**src/rtl/cal_interval_timer.sv**
```systemverilog
module cal_interval_timer #(
  parameter int TICKS_PER_UNIT = 4,
  parameter int IVL_W          = 8
) (
  input  logic             clk,
  input  logic             rst_n,
  input  logic [IVL_W-1:0] interval_i,
  input  logic             start_i,
  input  logic             stop_i,
  input  logic [2:0]       evt_clr_i,
  input  logic [2:0]       irq_en_i,
  output logic             running_o,
  output logic [2:0]       evt_o,
  output logic             irq_o
);
  localparam int SUB_W = (TICKS_PER_UNIT > 1) ? $clog2(TICKS_PER_UNIT) : 1;
  localparam logic [SUB_W-1:0] SUB_LAST = SUB_W'(TICKS_PER_UNIT - 1);

  logic             running_q;
  logic [IVL_W-1:0] units_q;
  logic [SUB_W-1:0] sub_q;
  logic [2:0]       evt_q;

  wire start_ok = start_i & ~stop_i;
  wire load     = start_ok & ~running_q;
  wire last     = (units_q == '0) | ((units_q == IVL_W'(1)) & (sub_q == '0));
  wire expire   = running_q & ~stop_i & last;

  always_ff @(posedge clk) begin
    if (!rst_n) begin
      running_q <= 1'b0;
      units_q   <= '0;
      sub_q     <= '0;
    end else if (stop_i) begin
      running_q <= 1'b0;
    end else if (load) begin
      running_q <= 1'b1;
      units_q   <= interval_i;
      sub_q     <= SUB_LAST;
    end else if (expire) begin
      running_q <= 1'b0;
    end else if (running_q) begin
      if (sub_q == '0) begin
        sub_q   <= SUB_LAST;
        units_q <= units_q - IVL_W'(1);
      end else begin
        sub_q <= sub_q - SUB_W'(1);
      end
    end
  end

  always_ff @(posedge clk) begin
    if (!rst_n) evt_q <= '0;
    else        evt_q <= (evt_q & ~evt_clr_i) | {expire, stop_i, start_ok};
  end

  assign running_o = running_q;
  assign evt_o     = evt_q;
  assign irq_o     = |(evt_q & irq_en_i);

  a_r4_started_ack: assert property (@(posedge clk) disable iff (!rst_n)
    start_i && !stop_i |=> evt_o[0]);

  a_r5_stop_ack: assert property (@(posedge clk) disable iff (!rst_n)
    stop_i |=> !running_o && evt_o[1]);

  a_r9_stop_beats_start: assert property (@(posedge clk) disable iff (!rst_n)
    start_i && stop_i && !running_o |=> !running_o);

  a_r6_fall_flags_timeout: assert property (@(posedge clk) disable iff (!rst_n)
    running_o && !stop_i |=> running_o || evt_o[2]);

  a_r6_no_reload: assert property (@(posedge clk) disable iff (!rst_n)
    !running_o && !start_i |=> !running_o);

  a_r3_running_start_keeps: assert property (@(posedge clk) disable iff (!rst_n)
    running_o && start_i && !stop_i && !last |=> running_o);

  a_r2_sub_in_range: assert property (@(posedge clk) disable iff (!rst_n)
    running_o |-> sub_q <= SUB_LAST);

  a_r10_irq_masked: assert property (@(posedge clk) disable iff (!rst_n)
    irq_en_i == 3'b000 |-> !irq_o);
endmodule

```
**config.mk**
```make
export PLATFORM = sky130hd
export DESIGN_NAME = cal_interval_timer
export DESIGN_NICKNAME = d
export VERILOG_FILES = /design/src/rtl/cal_interval_timer.sv
export SDC_FILE = /design/constraint.sdc
export NUM_CORES = 1
export LEC_CHECK = 0
export ABC_AREA = 1
export BUFFER_PORTS_ARGS = -buffer_cell sky130_fd_sc_hd__buf_2
export CAP_MARGIN = 20
export CORE_ASPECT_RATIO = 0.9
export CORE_MARGIN = 1.5
export CORE_UTILIZATION = 29
export CTS_BUF_LIST = sky130_fd_sc_hd__clkbuf_8 sky130_fd_sc_hd__clkbuf_16
export CTS_CLUSTER_SIZE = 14
export DETAILED_ROUTE_END_ITERATION = 8
export PLACE_DENSITY_LB_ADDON = 0.12
export SYNTH_ARGS = -nofsm -noshare
export SYNTH_HDL_FRONTEND = slang
export SYNTH_SLANG_ARGS = --single-unit
```
**constraint.sdc**
```tcl
create_clock -name clk -period 1.2 [get_ports clk]
set_input_delay 0.24 -clock clk [delete_from_list [all_inputs] [get_ports clk]]
set_output_delay 0.24 -clock clk [all_outputs]
set_load 0.01 [all_outputs]
```
# [Word-level counts from Yosys, hierarchy flattened]
# Cells that the tools add are included.
# Widths: inputs -> output; s select.
[op_classes] n_addsub=2 eq_ne=2 muxes=10 n_bitwise=13 reduce_logical=9
[op_table] op="$mux 8" n=4
[op_table] op="$eq 8x1->1 const B" n=1
[op_table] op="$logic_not 8->1" n=1
[op_table] op="$mux 2" n=4
[op_table] op="$sub 8x1->8 const B" n=1
[op_table] op="$and 3x3->3" n=2
[op_table] op="$reduce_bool 2->1" n=3
[op_table] op="$and 1x1->1" n=5
[op_table] op="$reduce_and 4->1" n=1
[op_table] op="$not 1->1" n=3
[op_table] op="$not 3->3" n=1
[op_table] op="$or 3x3->3" n=1
[op_table] op="$reduce_and 3->1" n=1
[op_table] op="$reduce_or 3->1" n=1
[op_table] op="$logic_not 2->1" n=1
[op_table] op="$mux 1" n=2
[op_table] op="$ne 2x2->1 const B" n=1
[op_table] op="$reduce_or 2->1" n=1
[op_table] op="$sub 2x1->2 const B" n=1
[op_table] op="$or 1x1->1" n=1
[totals] ff_bits=14 output_inout_bits=5 elab_cells=40

# [Depth between registers and ports, before layout]
# Gate-level depths: netlist of the first run.
[depth] ltp_word=6 ltp_mapped=11 depth_no_buf=11

# [Least setup slack after synthesis of the first run]
# OpenSTA, ideal clock, no wires.
[synth_path] path_type="register -> register" startpoint="register units_q[0]" endpoint="register units_q[3]" setup_ps=116 t_arrival_ps=1203 t_required_ps=1084 slack_ps=-118 path_stages_with_launch=11 period_less_slack_ps=1318 path_cell_list="dfxtp_1 -> inv_1 -> ha_1 -> inv_1 -> nand2_1 -> nand3_1 -> nor2_1 -> nor2_1 -> nand2_1 -> nor2_1 -> nor2_1"
[synth_via] elab_chain_len=6 elab_cells_between_ends=12 cone_classes="1 x add/sub; 2 x eq/ne; 4 x mux; 3 x bitwise; 2 x reduce/logical"
[synth_lines] item="start: declaration" line_no="20" rtl="logic [IVL_W-1:0] units_q;"
[synth_lines] item="start signal: assignment" line_no="38" rtl="units_q <= interval_i;"
[synth_lines] item="start signal: assignment" line_no="45" rtl="units_q <= units_q - IVL_W'(1);"
[synth_lines] item="parallel branches: the longest is 6 deep, another holds $sub 8x1->8"
# Several ways; the timed one is not identified. The select of a mux whose other input is x is not followed.
# A chain may end at the register's enable or synchronous reset.

# [Worst setup path in the final report of the first run]
[layout_path] startpoint="register sub_q[1]" endpoint="register sub_q[0]"
[layout_via] elab_chain_len=6 elab_cells_between_ends=10 cone_classes="1 x eq/ne; 4 x mux; 3 x bitwise; 2 x reduce/logical"
[layout_lines] item="start: declaration" line_no="21" rtl="logic [SUB_W-1:0] sub_q;"
[layout_lines] item="start signal: assignment" line_no="47" rtl="sub_q <= sub_q - SUB_W'(1);"
[layout_lines] item="$logic_not 2->1 (*)" line_no="26, 43"
[layout_lines] item="$and 1x1->1" line_no="26" rtl="wire last = (units_q == '0) | ((units_q == IVL_W'(1)) & (sub_q == '0));"
[layout_lines] item="$or 1x1->1" line_no="26"
[layout_lines] item="$and 1x1->1" line_no="27" rtl="wire expire = running_q & ~stop_i & last;"
[layout_lines] item="$ne 2x2->1 (no line)"
[layout_lines] item="$reduce_and 3->1 (no line)"
# Mark *: on every way between the ends. The rest lies on a longest branch, timed or not. The select of a mux whose other input is x is not followed.

==> flow_summary.toml, run 1 <==
[outcome]
status = "complete, but fails checks"
violations = "negative setup slack"

[clock_network]
cts_hold_buffers = 0
htree_num_levels = 1
cts_tree = "yes"
cts_sinks = 14
clkLatencyLatePin_ns = 0.25
root_buffer = "clkbuf_8"
cts_buffer_depth = 2
cts_made_buffers = 3
path_clk_slew_ns = 0.06

[setup_path]
crit_arrival_ns = 1.48
cp.required_ns = 1.36
critPathMaxFanout = 2
cp_slowest_stage_delay_ns = 0.31
critPathSlowestCell = "dfxtp_2"
endpoint_kind = "register"
worstPathCellList = "inv_2 -> ha_2 -> nand2_2 -> nand2_4 -> nand3_2 -> nor2_1 -> nor2_2 -> buf_4 -> o31ai_2"
crit_path_start_kind = "register"
critPathBufInv = 2
cp_top_family = "simple AND/OR/NAND/NOR gates"
path_class = "register to register"

[finish]
fin_util_pct = 48.37
layout-drive-gt1-share_pct = 44.50
seq_area_um2 = 287.8
stdcell_count = 231
fill_cells = 298
multi_input_area_um2 = 643.1
fin_nets = 215
syn_to_final_growth_pct = 52.79
num_antenna_cells = 0

[placement]
dpl.hpwl_um = 1762
port_buffers = 22
place_inst = 225
dp_slack_ns = -0.2200
place_congestion = 0.8501

[logic_synthesis]
synth_area_per_cell_um2 = 6.111
yosysWarnings = 0
yosysTopAreaCell = "dfxtp_1"
synthTopCellsByArea = "dfxtp_1 (31%), nand2_1 (18%), nor2_1 (10%), inv_1 (8.8%), o21ai_0 (7.8%)"
synthCells = 147
synth_top_area_share_pct = 31.20
ys_seq_elements = 14
syn-num-nets = 169
synthesis.area_um2 = 898.4
yosysUniqueCellTypes = 19
ys_seq_area_share_pct = 31.20

[route]
dr_total_vias = 1024
drt_iter0_drc = 43
drc = 0
antenna_left = 0
first_pass_iters = 5
routedWlPerCell_um = 10.59
vias_per_cell = 4.433
wl_um = 2447

[sta]
skew_ns = 0.001974
rsz0062_at_grt = "true"
holdWs_ns = 0.2316
drv_slew = 0
setup_viol = 12
fmax_mhz = 757.8
hold_violations = 0
period_minus_slack_ns = 1.320
worst_slack_ns = -0.1196
min_period_over_period_pct = 110.0
tns_ns = -1.122
tightest_slew_ns = 0.2727
relSlewSlack_pct = 81.80

[die]
core_area_um2 = 2838
die_x_um = 61.67
die-area_um2 = 3441
fp.dieH_um = 55.80
initial_core_util_pct = 31.66
num_io_pins = 23
fp-row-count = 18

[flow_run]
maxCapViolCount = 0

[power_and_ir_drop]
p_leak_uw = 0.0006787
peakVddDrop_mv = 0.6103
p_per_area_nw_per_um2 = 1136

[grt]
grt_pass1_wl_um = 4112
grt_max_degree = 10
antenna_found_initial = 0
grt_overflow = 0
grt_pass1_vias = 928
grt_usage_pct = 15.76

[hold_path]
min_path_type = "input pin to register"
==> layout make-up <==
| class | instances | area share (%) |
|---|---|---|
| Multi-Input combinational cell | 109 | 46.85 |
| Clock buffer | 3 | 3.008 |
| Timing Repair Buffer | 41 | 18.41 |
| Tap cell | 40 | 3.646 |
| Inverter | 24 | 7.110 |
| Sequential cell | 14 | 20.97 |
==> power breakdown <==
part	internal (uW)	switching [uW]	total [uW]
clock network	222	170	392
logic	262	356	618
registers	511	38.4	550
==> synth_stat cells, drive strengths merged <==
master  instances
a21oi           6
buf             1
dfxtp          14
ha              4
inv            24
nand2          45
nand3           8
nand4           1
nor2           27
o21ai          15
o21bai          1
o31ai           1
==> metal layers <==
layer,vias to the layer above,wire length [um],global-route usage (%)
met5,-,0,0
met4,0,4,1.824
met3,2,108,4.884
met2,19,1155,24.21
met1,453,1179,22.19
li1,550,-,-
==> worst paths after layout <==
check / start / to / slack, ns / depth (start not counted)
setup / recovery: sub_q[1]$_SDFFE_PN0P_ / sub_q[0]$_SDFFE_PN0P_ / -0.12 / 9
hold / removal: evt_clr_i[1] / evt_o[1]$_SDFF_PN0_ / 0.23 / 4
setup reg to reg: sub_q[1]$_SDFFE_PN0P_ / sub_q[0]$_SDFFE_PN0P_ / -0.12 / 9
hold reg to reg: sub_q[1]$_SDFFE_PN0P_ / sub_q[1]$_SDFFE_PN0P_ / 0.45 / 2
==> state kept, by name, summed over array words and instances, names as in the netlist <==
register,flops
units_q,8
sub_q,2
evt_o,3
running_o,1
==> cell families after synthesis <==
group / count (synthesis) / synth area share [%]
AO/OA/AOI/OAI: 23 / 13.37
buffers and inverters: 25 / 10.58
adder cells (fa/ha/maj): 4 / 5.571
flip-flops: 14 / 31.20
AND/OR/NAND/NOR: 81 / 39.28
==> worst register-to-register path, stage by stage (launching register included) <==
cell and delay [ns]:
dfxtp_2 0.31, inv_2 0.05, ha_2 0.18, nand2_2 0.07, nand2_4 0.07, nand3_2 0.05
nor2_1 0.12, nor2_2 0.07, buf_4 0.13, o31ai_2 0.18
==> through the flow <==
stage          power (uW)  area [um2]
5_1_grt              1690        1373
3_5_place_dp         1057        1191
4_1_cts              1506        1295
2_1_floorplan       871.5       908.4
3_3_place_gp         1053        1191
6_report             1559        1373
==> cells in the final DEF, fill, tap and decap left out, drive strengths merged <==
master / Yosys / layout
nand2: 45 / 45
nor2: 27 / 28
ha: 4 / 4
dfxtp: 14 / 14
buf: 1 / 41
o21bai: 1 / 1
a21oi: 6 / 6
o21ai: 15 / 15
inv: 24 / 24
nand4: 1 / 1
o31ai: 1 / 1
clkbuf: 0 / 3
nand3: 8 / 8
==> timing repair <==
action                                 CTS  global route
pin swaps                                9             5
setup endpoints to repair               11            11
buffers inserted                         1             1
endpoints found under the hold margin    0             0
resized for setup                       12            25
gates cloned                             1             0
No activity file was read; power rests on OpenSTA's default activity.
==> inputs of run 2 (changes only) <==
--- a/config.mk
+++ b/config.mk
@@ -15,6 +15,7 @@
 export CTS_CLUSTER_SIZE = 14
 export DETAILED_ROUTE_END_ITERATION = 8
 export PLACE_DENSITY_LB_ADDON = 0.12
+export SKIP_LAST_GASP = 1
 export SYNTH_ARGS = -nofsm -noshare
 export SYNTH_HDL_FRONTEND = slang
 export SYNTH_SLANG_ARGS = --single-unit
==> run 2 against run 1 <==
  * Clock power hardly changed
  * Non-clock buffer count stayed put
  * Sequential power hardly changed
  * Sequential share of layout area hardly changed
  * The run still ends with negative setup slack left
  * Die area stayed put
  * Total power hardly changed
==> flow_summary.toml, run 2 (synthesis results as in run 1) <==
[route]
drc = 0
first_pass_iters = 4
antenna_left = 0
drt_iter0_drc = 44
wl_um = 2467
dr_total_vias = 1020
vias_per_cell = 4.416
routedWlPerCell_um = 10.68

[finish]
layout-drive-gt1-share_pct = 43.98
final_cell_mix = "nand2_1 (36), buf_2 (22), buf_4 (19), nor2_1 (18), inv_1 (16)"
syn_to_final_growth_pct = 52.51
fill_cells = 298
fin_util_pct = 48.28
regMostFlops = "units_q"
layout_commonest_cell = "nand2_1"
stdcell_count = 231
num_antenna_cells = 0
fin_nets = 215
largest_register_ffs = 8

[sta]
worst_slack_ns = -0.1169
drv_slew = 0
fmax_mhz = 759.4
setup_viol = 12
rsz0062_at_grt = "true"
relSlewSlack_pct = 81.27
skew_ns = 0.002449
hold_violations = 0
min_period_over_period_pct = 109.7
period_minus_slack_ns = 1.317
tightest_slew_ns = 0.2807

[die]
initial_core_util_pct = 31.66
die_x_um = 61.67
die-area_um2 = 3441
core_area_um2 = 2838
fp-row-count = 18
fp.dieH_um = 55.80
num_io_pins = 23

[hold_path]
min_path_type = "input pin to register"

[clock_network]
cts_hold_buffers = 0
htree_num_levels = 1
path_clk_slew_ns = 0.06
clkLatencyLatePin_ns = 0.25
cts_sinks = 14
cts_tree = "yes"
root_buffer = "clkbuf_8"
cts_buffer_depth = 2
cts_made_buffers = 3

[power_and_ir_drop]
p_leak_uw = 0.0006789
p_int_uw = 994.9
seqPwrFrac_pct = 35.3
comb_power_share_pct = 39.6
p_per_area_nw_per_um2 = 1137
p_switching_uw = 563.4
sw_frac_of_total_pct = 36.16
peakVddDrop_mv = 0.6076
clock_power_share_pct = 25.1
p_total_uw = 1558

[grt]
antenna_found_initial = 0
grt_pass1_vias = 928
grt_pass1_wl_um = 4112
grt_usage_pct = 15.76
grt_max_degree = 10
grt_overflow = 0

[setup_path]
crit_path_start_kind = "register"
cp.required_ns = 1.36
crit_arrival_ns = 1.48
path_class = "register to register"
critPathMaxFanout = 2
endpoint_kind = "register"

[flow_run]
maxCapViolCount = 0

[outcome]
status = "complete, but fails checks"
violations = "negative setup slack"

[placement]
dpl.hpwl_um = 1762
place_inst = 225
place_congestion = 0.8501
port_buffers = 22
run 2: cell counts in the layout (fill, tap and decap cells not counted):
No cell type changed its count.
run 2: area by class of cell:
cell class                      count  area, um2  area share (%)
Multi-Input combinational cell    109      640.6           46.76
Clock buffer                        3      41.29           3.014
Sequential cell                    14      287.8           21.00
Inverter                           24      97.59           7.123
Tap cell                           40      50.05           3.653
Timing Repair Buffer               41      252.7           18.45
run 2: worst paths after layout:
path	from	endpoint	slack, ns	cells past startpoint
setup / recovery	sub_q[1]$_SDFFE_PN0P_	sub_q[0]$_SDFFE_PN0P_	-0.12	9
hold / removal	evt_clr_i[1]	evt_o[1]$_SDFF_PN0_	0.23	4
setup reg to reg	sub_q[1]$_SDFFE_PN0P_	sub_q[0]$_SDFFE_PN0P_	-0.12	9
hold reg to reg	sub_q[1]$_SDFFE_PN0P_	sub_q[1]$_SDFFE_PN0P_	0.45	2
run 2: worst max-delay path: stages, from the launching register on:
cell and delay, ns:
dfxtp_2 0.31, inv_2 0.05, ha_2 0.18, nand2_2 0.07
nand2_4 0.07, nand3_2 0.05, nor2_1 0.12, nor2_2 0.07
buf_4 0.13, o31ai_2 0.17
run 2: power groups by stage:
stage / logic [uW] / clock network [uW] / registers (uW)
3_5_place_dp: 504 / 0 / 552
4_1_cts: 546 / 412 / 548
3_3_place_gp: 501 / 0 / 552
5_1_grt: 710 / 423 / 555
6_report: 617 / 391 / 550
2_1_floorplan: 317 / 0 / 554
run 2: through the flow:
stage | hold slack (ns) | setup TNS (ns) | setup slack, ns | area, um2
floorplan | 0.3683 | -0.2701 | -0.05004 | 908.4
global route | 0.2409 | -2.030 | -0.2099 | 1370
finish | 0.2315 | -1.102 | -0.1169 | 1370
global placement | 0.4566 | -1.376 | -0.1785 | 1191
CTS | 0.2249 | -1.141 | -0.1281 | 1295
detailed placement | 0.4657 | -1.741 | -0.2200 | 1191
run 2: layer usage:
layer / GRT usage [%] / wire [um]
met4: 1.824 / 0
met5: 0 / 0
met2: 24.21 / 1173
met1: 22.19 / 1210
met3: 4.884 / 82
run 2: what timing repair did:
action,in CTS,in global routing
endpoints found under the hold margin,0,0
gates resized for setup,12,24
gates cloned,1,0
pin swaps,9,5
setup buffers,1,1
endpoints found under the setup margin,11,11
